<file path="config.mk">
export PLATFORM = sky130hd
export DESIGN_NAME = spi_burst_master
export DESIGN_NICKNAME = d
export VERILOG_FILES = /design/src/rtl/spi_burst_pkg.sv /design/src/rtl/spi_half_timer.sv /design/src/rtl/spi_word_shifter.sv /design/src/rtl/spi_burst_ctrl.sv /design/src/rtl/spi_burst_master.sv
export SDC_FILE = /design/constraint.sdc
export NUM_CORES = 1
export LEC_CHECK = 0
export BUFFER_PORTS_ARGS = -buffer_cell sky130_fd_sc_hd__buf_2
export CORE_MARGIN = 3
export CORE_UTILIZATION = 55
export DETAILED_ROUTE_END_ITERATION = 8
export PLACE_DENSITY = 0.76
export SYNTH_ARGS = -nofsm -noshare
export SYNTH_HDL_FRONTEND = slang
export SYNTH_SLANG_ARGS = --single-unit
</file>
<file path="constraint.sdc">
create_clock -name clk -period 3.1 [get_ports clk]
set_clock_uncertainty 0.1 [all_clocks]
set_input_delay 0.155 -clock clk [delete_from_list [all_inputs] [get_ports clk]]
set_output_delay 0.155 -clock clk [all_outputs]
set_load 0.01 [all_outputs]
</file>
<file path="src/rtl/spi_burst_pkg.sv">
package spi_burst_pkg;
  localparam int WORD_W = 32;
  localparam int IDX_W  = $clog2(WORD_W);
  localparam int BIT_W  = IDX_W + 1;

  typedef enum logic [2:0] {
    ST_IDLE,
    ST_LOAD,
    ST_SHIFT,
    ST_PUSH,
    ST_FINISH
  } burst_state_t;
endpackage

</file>
<file path="src/rtl/spi_half_timer.sv">
module spi_half_timer #(
  parameter int CLK_DIV = 4
) (
  input  logic clk,
  input  logic rst,
  input  logic run,
  output logic tick
);
  localparam int HALF = CLK_DIV / 2;
  localparam int CW   = $clog2(HALF) + 1;

  logic [CW-1:0] cnt;
  logic          at_end;

  assign at_end = (cnt == CW'(HALF - 1));
  assign tick   = run && at_end;

  always_ff @(posedge clk) begin
    if (rst || !run) begin
      cnt <= '0;
    end else if (at_end) begin
      cnt <= '0;
    end else begin
      cnt <= cnt + CW'(1);
    end
  end
endmodule

</file>
<file path="src/rtl/spi_word_shifter.sv">
module spi_word_shifter
  import spi_burst_pkg::*;
(
  input  logic              clk,
  input  logic              rst,
  input  logic              load,
  input  logic [WORD_W-1:0] load_word,
  input  logic [BIT_W-1:0]  load_bits,
  input  logic              shift_out,
  input  logic              sample_in,
  input  logic              miso,
  output logic              mosi,
  output logic [WORD_W-1:0] rx_word
);
  logic [WORD_W-1:0] tx_sr;
  logic [WORD_W-1:0] rx_sr;
  logic [BIT_W-1:0]  align;
  logic [WORD_W-1:0] aligned;

  // move the highest valid bit up to the MSB so shifting left drops the rest
  assign align   = BIT_W'(WORD_W) - load_bits;
  assign aligned = load_word << align[IDX_W-1:0];
  assign rx_word = rx_sr;

  always_ff @(posedge clk) begin
    if (rst) begin
      tx_sr <= '0;
      rx_sr <= '0;
      mosi  <= 1'b0;
    end else begin
      if (load) begin
        tx_sr <= aligned;
        mosi  <= aligned[WORD_W-1];
        rx_sr <= '0;
      end else begin
        if (shift_out) begin
          tx_sr <= {tx_sr[WORD_W-2:0], 1'b0};
          mosi  <= tx_sr[WORD_W-2];
        end
        if (sample_in) begin
          rx_sr <= {rx_sr[WORD_W-2:0], miso};
        end
      end
    end
  end
endmodule

</file>
<file path="src/rtl/spi_burst_ctrl.sv">
module spi_burst_ctrl
  import spi_burst_pkg::*;
#(
  parameter int LEN_W = 12
) (
  input  logic             clk,
  input  logic             rst,
  input  logic             start,
  input  logic [LEN_W-1:0] burst_len,
  input  logic             tx_empty,
  input  logic             rx_full,
  input  logic             tick,
  output logic             run,
  output logic             load,
  output logic [BIT_W-1:0] load_bits,
  output logic             shift_out,
  output logic             sample_in,
  output logic             tx_rd,
  output logic             rx_wr,
  output logic             sclk,
  output logic             cs_n,
  output logic             busy,
  output logic             done
);
  localparam int WCNT_W = LEN_W - IDX_W;

  burst_state_t      state;
  logic [WCNT_W-1:0] words_left;
  logic [BIT_W-1:0]  next_bits;
  logic [BIT_W-1:0]  bits_left;

  assign run       = (state == ST_SHIFT);
  assign load      = (state == ST_LOAD) && !tx_empty;
  assign load_bits = next_bits;
  assign sample_in = run && tick && !sclk;
  assign shift_out = run && tick && sclk;
  assign busy      = (state != ST_IDLE);

  always_ff @(posedge clk) begin
    if (rst) begin
      state      <= ST_IDLE;
      words_left <= '0;
      next_bits  <= '0;
      bits_left  <= '0;
      sclk       <= 1'b0;
      cs_n       <= 1'b1;
      tx_rd      <= 1'b0;
      rx_wr      <= 1'b0;
      done       <= 1'b0;
    end else begin
      tx_rd <= 1'b0;
      rx_wr <= 1'b0;
      done  <= 1'b0;
      unique case (state)
        ST_IDLE: begin
          if (start) begin
            words_left <= burst_len[LEN_W-1:IDX_W];
            next_bits  <= BIT_W'(burst_len[IDX_W-1:0]) + BIT_W'(1);
            cs_n       <= 1'b0;
            state      <= ST_LOAD;
          end
        end
        ST_LOAD: begin
          if (!tx_empty) begin
            tx_rd     <= 1'b1;
            bits_left <= next_bits;
            state     <= ST_SHIFT;
          end
        end
        ST_SHIFT: begin
          if (tick) begin
            if (!sclk) begin
              sclk <= 1'b1;
            end else begin
              sclk      <= 1'b0;
              bits_left <= bits_left - BIT_W'(1);
              if (bits_left == BIT_W'(1)) begin
                state <= ST_PUSH;
              end
            end
          end
        end
        ST_PUSH: begin
          if (!rx_full) begin
            rx_wr <= 1'b1;
            if (words_left != '0) begin
              words_left <= words_left - WCNT_W'(1);
              next_bits  <= BIT_W'(WORD_W);
              state      <= ST_LOAD;
            end else begin
              cs_n  <= 1'b1;
              state <= ST_FINISH;
            end
          end
        end
        ST_FINISH: begin
          done  <= 1'b1;
          state <= ST_IDLE;
        end
        default: state <= ST_IDLE;
      endcase
    end
  end
endmodule

</file>
<file path="src/rtl/spi_burst_master.sv">
module spi_burst_master
  import spi_burst_pkg::*;
#(
  parameter int LEN_W   = 12,
  parameter int CLK_DIV = 4
) (
  input  logic              clk,
  input  logic              rst,
  input  logic              start,
  input  logic [LEN_W-1:0]  burst_len,
  output logic              busy,
  output logic              done,
  input  logic [WORD_W-1:0] tx_data,
  input  logic              tx_empty,
  output logic              tx_rd,
  output logic [WORD_W-1:0] rx_data,
  input  logic              rx_full,
  output logic              rx_wr,
  output logic              sclk,
  output logic              cs_n,
  output logic              mosi,
  input  logic              miso
);
  logic             run;
  logic             tick;
  logic             load;
  logic [BIT_W-1:0] load_bits;
  logic             shift_out;
  logic             sample_in;

  spi_half_timer #(.CLK_DIV(CLK_DIV)) u_timer (
    .clk  (clk),
    .rst  (rst),
    .run  (run),
    .tick (tick)
  );

  spi_burst_ctrl #(.LEN_W(LEN_W)) u_ctrl (
    .clk       (clk),
    .rst       (rst),
    .start     (start),
    .burst_len (burst_len),
    .tx_empty  (tx_empty),
    .rx_full   (rx_full),
    .tick      (tick),
    .run       (run),
    .load      (load),
    .load_bits (load_bits),
    .shift_out (shift_out),
    .sample_in (sample_in),
    .tx_rd     (tx_rd),
    .rx_wr     (rx_wr),
    .sclk      (sclk),
    .cs_n      (cs_n),
    .busy      (busy),
    .done      (done)
  );

  spi_word_shifter u_shift (
    .clk       (clk),
    .rst       (rst),
    .load      (load),
    .load_word (tx_data),
    .load_bits (load_bits),
    .shift_out (shift_out),
    .sample_in (sample_in),
    .miso      (miso),
    .mosi      (mosi),
    .rx_word   (rx_data)
  );
endmodule

</file>
==> out/summary.txt, run 1 <==
Run status - completed
Starting DRT DRC Count - 652
Final TNS setup - 0 ps
Area grow syn2layout - 11.00%
Endpoints failing setup - 0
DRT Wirelength - 15450 um
DR pass1 iterations - 5
Drt wl/cell - 17.36 um
Cell repeated most along the worst path - mux2i_1
Worst path max stage delay - 500 ps
CTS sink cnt - 93
Initial antenna violation count - 0
Pwr dens - 548.9 nW/um^2
Longest Clk Path Bufs - 2
DRT antenna net count - 0
CTS buffer count - 9
Synthesized area - 5881 um^2
Worst path buffer plus inverter count - 2
CTS tree - built
Asr flop ratio synth - 0%
DP Area - 6326 um^2
DRC violations left - 0
Main synth FF type - dfxtp_1
Skew-Pair Late Insertion Delay - 370 ps
Syn Area/Cell - 8.523 um^2
DIE HEIGHT - 109.4 um
Max-cap violations - 0
Final min period - 2756 ps
Max transition margin - 30.62%
Number of enable flip-flop cells after synthesis - 0
Worst path required time - 3250 ps
Worst Max-Slew Pin Slew - 1041 ps
#FFs+latches synth - 93
First-pass GRT wire length - 25100 um
Avg Vias per Cell - 6.292
Yosys top cell area share - 31.66%
Crit path max-delay family - multiplexers
Gr ovfl total - 0
Clk root buf - clkbuf_8
# Post-CTS Setup Buffers - 0
Synth cell count leaders - nand2_1 (128), dfxtp_1 (93), a21oi_1 (77), mux2i_1 (39), nor2_1 (39)
Ranking of synthesized cells by area - dfxtp_1 (32%), mux4_2 (12%), nand2_1 (8.2%), mux2i_1 (6.6%), a21oi_1 (6.6%)
Starting Density - 56.71%
GRT Util Overall - 26.19%
CP max stage cell - mux4_2
Synth Instances - 690
Num ports - 89
RD Place Congestion - 0.9499
HP Class - in2reg
Final instance area - 6528 um^2
Leakage - 0.002433 uW
Synthesized net count - 746
Crit path launch type - flop
Max Slew Vio Count - 0
Syn. warnings - 0
PortBufs - 88
Cells along the critical path - inv_1 -> ha_2 -> buf_4 -> mux2i_1 -> mux2i_1 -> mux4_2 -> o22ai_1 -> nor4_2
Crit path capture type - flop
RSZ-0062 raised after global routing - no
Register area share after synthesis - 31.66%
Layout cells sized above 1 - 24.14%
Class of the most critical setup path - reg2reg
Vias in the first global route - 5111
DPL Wire Length - 11130 um
Die width - 109.4 um
Detailed-route via count - 5600
Area leader, netlist - dfxtp_1
Crit path DAT - 2910 ps
DIE AREA - 11970 um^2
Peak supply drop - 0.0003811 V
Num rows - 37
H-tree levels - 3
Maximum clock frequency - 362.8 MHz
Diodes inserted - 0
Worst-path clk slew - 100 ps
Count leader, synth - nand2_1
Largest net degree at the start of global routing - 48
Final Hold Vio Count - 0
Distinct cell type count after synthesis - 62
Nets - 806
Core region area - 10370 um^2
CP Max Fanout - 22
Final worst path period share - 88.91%
## worst paths after layout
check	slack, ps	cells after the start	endpoint	start
worst max-delay path	340	8	u_shift.tx_sr[28]	u_ctrl.load_bits[1]
worst min-delay path	40	3	u_ctrl.words_left[4]	burst_len[9]
worst max register to register	340	8	u_shift.tx_sr[28]	u_ctrl.load_bits[1]
worst min register to register	340	1	u_timer.cnt[0]	u_timer.cnt[0]
## per-layer routing
layer | routed length, um | vias to the layer above | GRT usage [%]
met5 | 0 | - | 0
met4 | 332 | 0 | 7.925
met3 | 1118 | 37 | 3.817
met2 | 7129 | 252 | 41.41
met1 | 6873 | 2661 | 37.21
li1 | - | 2650 | -
## worst min-delay path: cells and delay by family
kind	cells	cell delay [ps]
AO/OA/AOI/OAI	2	200
buffers and inverters	1	100
## cells in the final DEF, fill, tap and decap left out, drive strengths merged, types with 3 or more instances in the layout
| cell type | n |
|---|---|
| clkbuf | 9 |
| mux4 | 32 |
| ha | 6 |
| nor4 | 14 |
| o211ai | 9 |
| a21oi | 77 |
| clkinv | 3 |
| buf | 108 |
| mux2i | 39 |
| a31oi | 6 |
| nor2 | 39 |
| inv | 15 |
| or3 | 4 |
| or3b | 3 |
| a21o | 3 |
| nor3 | 21 |
| dlygate4sd3 | 3 |
| xor2 | 4 |
| xnor2 | 5 |
| o21ai | 32 |
| nand4 | 3 |
| a221oi | 6 |
| nand3 | 22 |
| o31ai | 3 |
| o22ai | 9 |
| a32oi | 4 |
| a211oi | 18 |
| nor3b | 4 |
| mux2 | 5 |
| dfxtp | 93 |
| nand2 | 128 |
| and3 | 4 |
## power by group
| part | internal, uW | switching [uW] |
|---|---|---|
| combinational | 610 | 866 |
| sequential | 1270 | 73.7 |
| clock | 298 | 462 |
| total | 2180 | 1400 |
## repair_timing
action / CTS / global route
hold endpoints to repair: 3 / 0
hold buffers: 3 / 0
gates resized for setup: 0 / 0
## sequential cells by signal (all words and copies together), names as in the netlist
name	flops
u_shift.rx_word	32
u_shift.tx_sr	31
u_ctrl.words_left	7
u_ctrl.bits_left	6
u_ctrl.load_bits	6
u_ctrl.state	3
u_timer.cnt	2
u_ctrl.cs_n	1
u_ctrl.done	1
u_ctrl.rx_wr	1
u_ctrl.sclk	1
u_ctrl.tx_rd	1
u_shift.mosi	1
## cells by family after synthesis
kind of cell / share of synthesized area (%)
xor+xnor: 1.979
flops: 31.66
fa+ha+maj: 1.277
simple gates: 19.92
mux: 19.85
buf+inv: 6.489
compound gates: 18.83
## through the flow
step / utilization, % / std cells / total power [uW] / hold WS [ps] / setup slack, ps
5_1_grt: 62.95 / 890 / 3765 / 60.49 / 103.9
3_5_place_dp: 61.00 / 872 / 2819 / 283.2 / 351.5
6_report: 62.95 / 890 / 3583 / 37.83 / 343.9
2_1_floorplan: - / 690 / 2500 / 134.3 / 511.8
4_1_cts: 62.95 / 890 / 3569 / 29.53 / 343.6
3_3_place_gp: 61.00 / 872 / 2785 / 282.3 / 427.0
## final cells by class
type | count | area, um^2
clock buffer | 9 | 123.9
fill | 911 | 3842
inverter | 12 | 45.04
timing repair buffer | 111 | 620.6
sequential | 93 | 1863
multi-input combinational | 523 | 3657
tap | 136 | 170.2
clock inverter | 6 | 47.55
Power figures use the tool's default switching activity.
==> run 2, diff against run 1 <==
--- a/config.mk
+++ b/config.mk
@@ -7,9 +7,10 @@
 export LEC_CHECK = 0
 export BUFFER_PORTS_ARGS = -buffer_cell sky130_fd_sc_hd__buf_2
 export CORE_MARGIN = 3
-export CORE_UTILIZATION = 55
+export CORE_UTILIZATION = 58
 export DETAILED_ROUTE_END_ITERATION = 8
-export PLACE_DENSITY = 0.76
+export PLACE_DENSITY = 0.8
+export SKIP_CTS_REPAIR_TIMING = 1
 export SYNTH_ARGS = -nofsm -noshare
 export SYNTH_HDL_FRONTEND = slang
 export SYNTH_SLANG_ARGS = --single-unit
==> out/summary.txt, run 2 (synthesis results as in run 1) <==
Crit path capture type - flop
Max Slew Vio Count - 0
RSZ-0062 raised after global routing - no
Commonest cells after routing, fill and taps aside - nand2_1 (128), dfxtp_1 (92), buf_2 (88)
HP Class - in2reg
Final TNS setup - 0 ps
First-pass GRT wire length - 25120 um
Flop2flop setup slack - 360 ps
RR Startpoint - u_ctrl.load_bits[1]
Maximum clock frequency - 365.1 MHz
DPL Wire Length - 10920 um
Run status - completed
Starting DRT DRC Count - 639
Worst-path clk slew - 100 ps
Leakage - 0.002446 uW
Final core utilization - 66.85%
CTS sink cnt - 93
Max-cap violations - 0
Crit path DAT - 2900 ps
Final worst path period share - 88.34%
Worst Max-Slew Pin Slew - 1067 ps
PortBufs - 88
Crit path launch type - flop
Number of flip-flops in the largest register - 32
Final Hold Vio Count - 0
Class of the most critical setup path - reg2reg
Nets - 805
Endpoints failing setup - 0
DP Area - 6347 um^2
Worst path required time - 3260 ps
Multi-input logic area - 3657 um^2
RD Place Congestion - 0.9173
Commonest non-fill, non-tap cell in the layout - nand2_1
DRC violations left - 0
Pwr dens - 560.5 nW/um^2
Drt wl/cell - 17.28 um
Skew-Pair Late Insertion Delay - 360 ps
Final min period - 2739 ps
H-tree levels - 3
Critical Path Start - u_ctrl.load_bits[1]
Register area - 1863 um^2
Clk root buf - clkbuf_8
GRT Util Overall - 26.89%
DRT antenna net count - 0
CP Max Fanout - 22
Area grow syn2layout - 11.62%
Largest net degree at the start of global routing - 48
CTS buffer count - 9
CTS tree - built
Vias in the first global route - 5139
Num rows - 36
Avg Vias per Cell - 6.322
DIE HEIGHT - 106.7 um
Die width - 106.7 um
Diodes inserted - 0
Filler Cell Count - 862
Max transition margin - 28.86%
Peak supply drop - 0.0003929 V
Longest Clk Path Bufs - 2
Layout cells sized above 1 - 24.14%
Initial antenna violation count - 0
Final instance area - 6564 um^2
Gr ovfl total - 0
Starting Density - 59.89%
Critical path destination - u_shift.tx_sr[13]
Detailed-route via count - 5608
Worst reg2reg path depth - 8
Core region area - 9819 um^2
RR Endpoint - u_shift.tx_sr[13]
DR pass1 iterations - 5
DRT Wirelength - 15330 um
DIE AREA - 11380 um^2
Num ports - 89
[run 2: cell count changes in the layout (fill, tap and decap cells not counted)]
cell / previous run / this run
buf_4: 20 / 18
clkbuf_1: 0 / 1
buf_12: 0 / 2
inv_8: 1 / 0
clkinvlp_4: 0 / 1
clkinv_2: 2 / 1
bufinv_16: 0 / 1
inv_6: 2 / 3
dlygate4sd3_1: 3 / 2
clkinv_4: 1 / 0
[run 2: final cells by class]
| class | count | share of cell area (%) |
|---|---|---|
| clock buffer | 10 | 1.944 |
| timing repair buffer | 110 | 9.684 |
| tap | 133 | 2.535 |
| multi-input combinational | 523 | 55.72 |
| sequential | 93 | 28.38 |
| clock inverter | 6 | 1.048 |
| inverter | 12 | 0.6862 |
[run 2: critical path: stages, from the launching register on]
cell and delay (ps):
dfxtp_1 440, inv_1 80, ha_2 520, buf_12 220
mux2i_1 300, mux2i_1 180, mux4_2 500, a221oi_2 230
nor2_1 70
[run 2: power breakdown]
part	total [uW]	internal [uW]	switching (uW)
clock	836	381	455
sequential	1350	1270	74.2
combinational	1500	627	868
total	3680	2280	1400
[run 2: worst min-delay path by stage]
stage                     slack [ps]     from               to  depth (start not counted)
after floorplan                  130  rx_full     u_ctrl.rx_wr                          1
after global placement           270  rx_full     u_ctrl.rx_wr                          2
after detailed placement         280  rx_full     u_ctrl.rx_wr                          2
after CTS                       -110  rx_full     u_ctrl.rx_wr                          2
after global routing              30      rst  u_ctrl.state[1]                          2
final                              7      rst      u_ctrl.sclk                          2
[run 2: metal layers]
metal | share of wire [%] | routed length, um | track usage (%) | vias up
li1 | - | - | - | 2649
met1 | 43 | 6570 | 37.37 | 2650
met2 | 47 | 7217 | 42.54 | 279
met3 | 8.4 | 1286 | 5.298 | 30
met4 | 1.6 | 252 | 8.311 | 0
met5 | 0 | 0 | 0 | -
[run 2: stage by stage]
step           power, uW  setup WS, ps  cells  hold WS [ps]
6_report            3679         361.3    887         6.999
5_1_grt             3868         186.6    887         31.58
4_1_cts             3660         370.5    885        -110.7
3_5_place_dp        2833         370.4    869         276.3
3_3_place_gp        2803         488.6    869         272.8
2_1_floorplan       2500         511.8    690         134.3
==> run 3, diff against run 2 <==
--- a/config.mk
+++ b/config.mk
@@ -5,6 +5,7 @@
 export SDC_FILE = /design/constraint.sdc
 export NUM_CORES = 1
 export LEC_CHECK = 0
+export ABC_AREA = 1
 export BUFFER_PORTS_ARGS = -buffer_cell sky130_fd_sc_hd__buf_2
 export CORE_MARGIN = 3
 export CORE_UTILIZATION = 58
==> out/summary.txt, run 3 <==
Run status - completed
DRC violations left - 0
Max transition margin - 35.96%
Num ports - 89
Ranking of synthesized cells by area - dfxtp_1 (33%), nand3_1 (21%), nand2_1 (13%), a21oi_1 (5.7%), o21ai_0 (5.3%)
Synth cell count leaders - nand3_1 (240), nand2_1 (201), dfxtp_1 (93), a21oi_1 (65), o21ai_0 (60)
Worst path required time - 3270 ps
Crit path DAT - 2790 ps
#FFs+latches synth - 93
Diodes inserted - 0
Gr ovfl total - 0
Count leader, synth - nand3_1
CP Max Fanout - 36
Final Hold Vio Count - 0
Skew-Pair Late Insertion Delay - 360 ps
Core region area - 9371 um^2
Crit path max-delay family - buffers and inverters
DIE HEIGHT - 104.9 um
# placed instances - 1041
DRT antenna net count - 0
Detailed-route via count - 6331
CTS tree - built
Tot Pwr - 5978 uW
Worst-path clk slew - 100 ps
Main synth FF type - dfxtp_1
Post-Synth Adder-Cell Area - 1.322%
RD Place Congestion - 1.029
Filler Cell Count - 923
Synth Instances - 875
Vias in the first global route - 5649
Largest net degree at the start of global routing - 44
Syn. warnings - 0
Final instance area - 6276 um^2
Crit path launch type - flop
GRT Util Overall - 27.92%
Syn Area/Cell - 6.489 um^2
Clk root buf - clkbuf_8
Synthesized net count - 931
Max Slew Vio Count - 0
Cells along the critical path - inv_4 -> ha_1 -> inv_1 -> nand3_1 -> nand3_1 -> nand3_1 -> nand3_1 -> nand3_1 -> nand3_1 -> inv_1
Worst path max stage delay - 670 ps
Num rows - 35
Max-cap violations - 0
H-tree levels - 3
Maximum clock frequency - 381.9 MHz
Area leader, netlist - dfxtp_1
DP Area - 6020 um^2
Asr flop ratio synth - 0%
Final TNS setup - 0 ps
Largest family of logic cells by synthesized area - simple AND/OR/NAND/NOR gates
Number of enable flip-flop cells after synthesis - 0
First-pass GRT wire length - 26120 um
CTS buffer count - 9
Mux cell area share after synthesis - 0%
DPL Wire Length - 11000 um
Leakage - 0.002769 uW
Starting Density - 60.59%
Starting DRT DRC Count - 598
Drt wl/cell - 14.49 um
DR pass1 iterations - 6
Simple-gate share of the synthesized area - 40.99%
CP max stage cell - inv_1
Fin cells - 1063
Final worst path period share - 84.47%
Crit path capture type - flop
Die width - 104.9 um
DIE AREA - 11010 um^2
Synth Area in Compound Gates - 15.58%
Worst path buffer plus inverter count - 3
Commonest cells after routing, fill and taps aside - nand3_1 (240), nand2_1 (201), dfxtp_1 (93)
Cell repeated most along the worst path - nand3_1
Final min period - 2618 ps
Avg Vias per Cell - 5.956
DRT Wirelength - 15400 um
Initial antenna violation count - 0
Number of flip-flops in the largest register - 32
RSZ-0062 raised after global routing - no
Commonest non-fill, non-tap cell in the layout - nand3_1
XOR/XNOR Fraction of Synth Area - 0.3085%
Endpoints failing setup - 0
Nets - 985
Hold slack final - 23.42 ps
Yosys top cell area share - 32.79%
Class of the most critical setup path - reg2reg
Pwr dens - 952.6 nW/um^2
Longest Clk Path Bufs - 2
Layout cells sized above 1 - 14.88%
Area grow syn2layout - 10.53%
HP Class - in2reg
Peak supply drop - 0.001069 V
Register area share after synthesis - 32.79%
Synthesized area - 5678 um^2
PortBufs - 88
CTS sink cnt - 93
Worst Max-Slew Pin Slew - 958.3 ps
Distinct cell type count after synthesis - 40
==> run 3: cell types whose count changed after synthesis, moves of 12 or more <==
| cell | before | now |
|---|---|---|
| nand3_1 | 22 | 240 |
| nand2_1 | 128 | 201 |
| mux2i_1 | 39 | 0 |
| mux4_2 | 32 | 0 |
| o21ai_0 | 31 | 60 |
| inv_1 | 11 | 37 |
| a211oi_1 | 18 | 1 |
| nor2_1 | 39 | 26 |
| o21ai_1 | 1 | 14 |
| a21oi_1 | 77 | 65 |
| nor4_1 | 13 | 1 |
==> run 3: worst reg2reg max path, delay by kind of cell (launching register included) <==
family        cells  cell delay, ps
fa+ha+maj         1             300
buf+inv           3             960
flops             1             340
simple gates      6             830
==> run 3: metrics by stage <==
step / util [%] / setup slack (ps)
floorplan: - / 964.9
CTS: 66.33 / 551.0
finish: 66.97 / 481.6
global route: 66.97 / 228.1
detailed placement: 64.23 / 576.4
global placement: 64.23 / 589.6
==> run 3: cell families (layout without fill, tap and decap cells) <==
logic type,after synthesis,after routing
AO/OA/AOI/OAI,165,165
AND/OR/NAND/NOR,502,502
adder cells (fa/ha/maj),6,6
XOR/XNOR,2,2
buffers and inverters,107,166
flip-flops,93,93
==> run 3: final cells by class <==
class	instances	area [um^2]	area share, %
sequential	93	1862	29.67
clock buffer	9	123.9	1.974
multi-input combinational	675	3304	52.65
inverter	47	183.9	2.931
tap	129	161.4	2.572
clock inverter	7	72.57	1.156
timing repair buffer	103	568.0	9.051
==> run 3: worst paths after layout <==
path,cells past startpoint,slack [ps],startpoint,end
setup reg to reg,10,480,u_ctrl.load_bits[0],u_shift.tx_sr[24]
hold reg to reg,1,340,u_timer.cnt[0],u_timer.cnt[0]
setup / recovery,10,480,u_ctrl.load_bits[0],u_shift.tx_sr[24]
hold / removal,3,20,burst_len[11],u_ctrl.words_left[6]
==> run 3: routing by layer <==
layer	wire length [um]	vias to the layer above	GRT usage (%)	part of all wire (%)
met5	0	-	0	0
met4	320	0	8.903	2.1
met3	1069	35	5.435	6.9
met2	7596	269	46.70	49
met1	6414	2916	36.27	42
li1	-	3111	-	-
==> run 3: power breakdown <==
group | switching (uW) | total (uW) | internal, uW
Sequential | 145 | 1540 | 1390
Combinational | 2540 | 3650 | 1120
Clock | 471 | 787 | 316
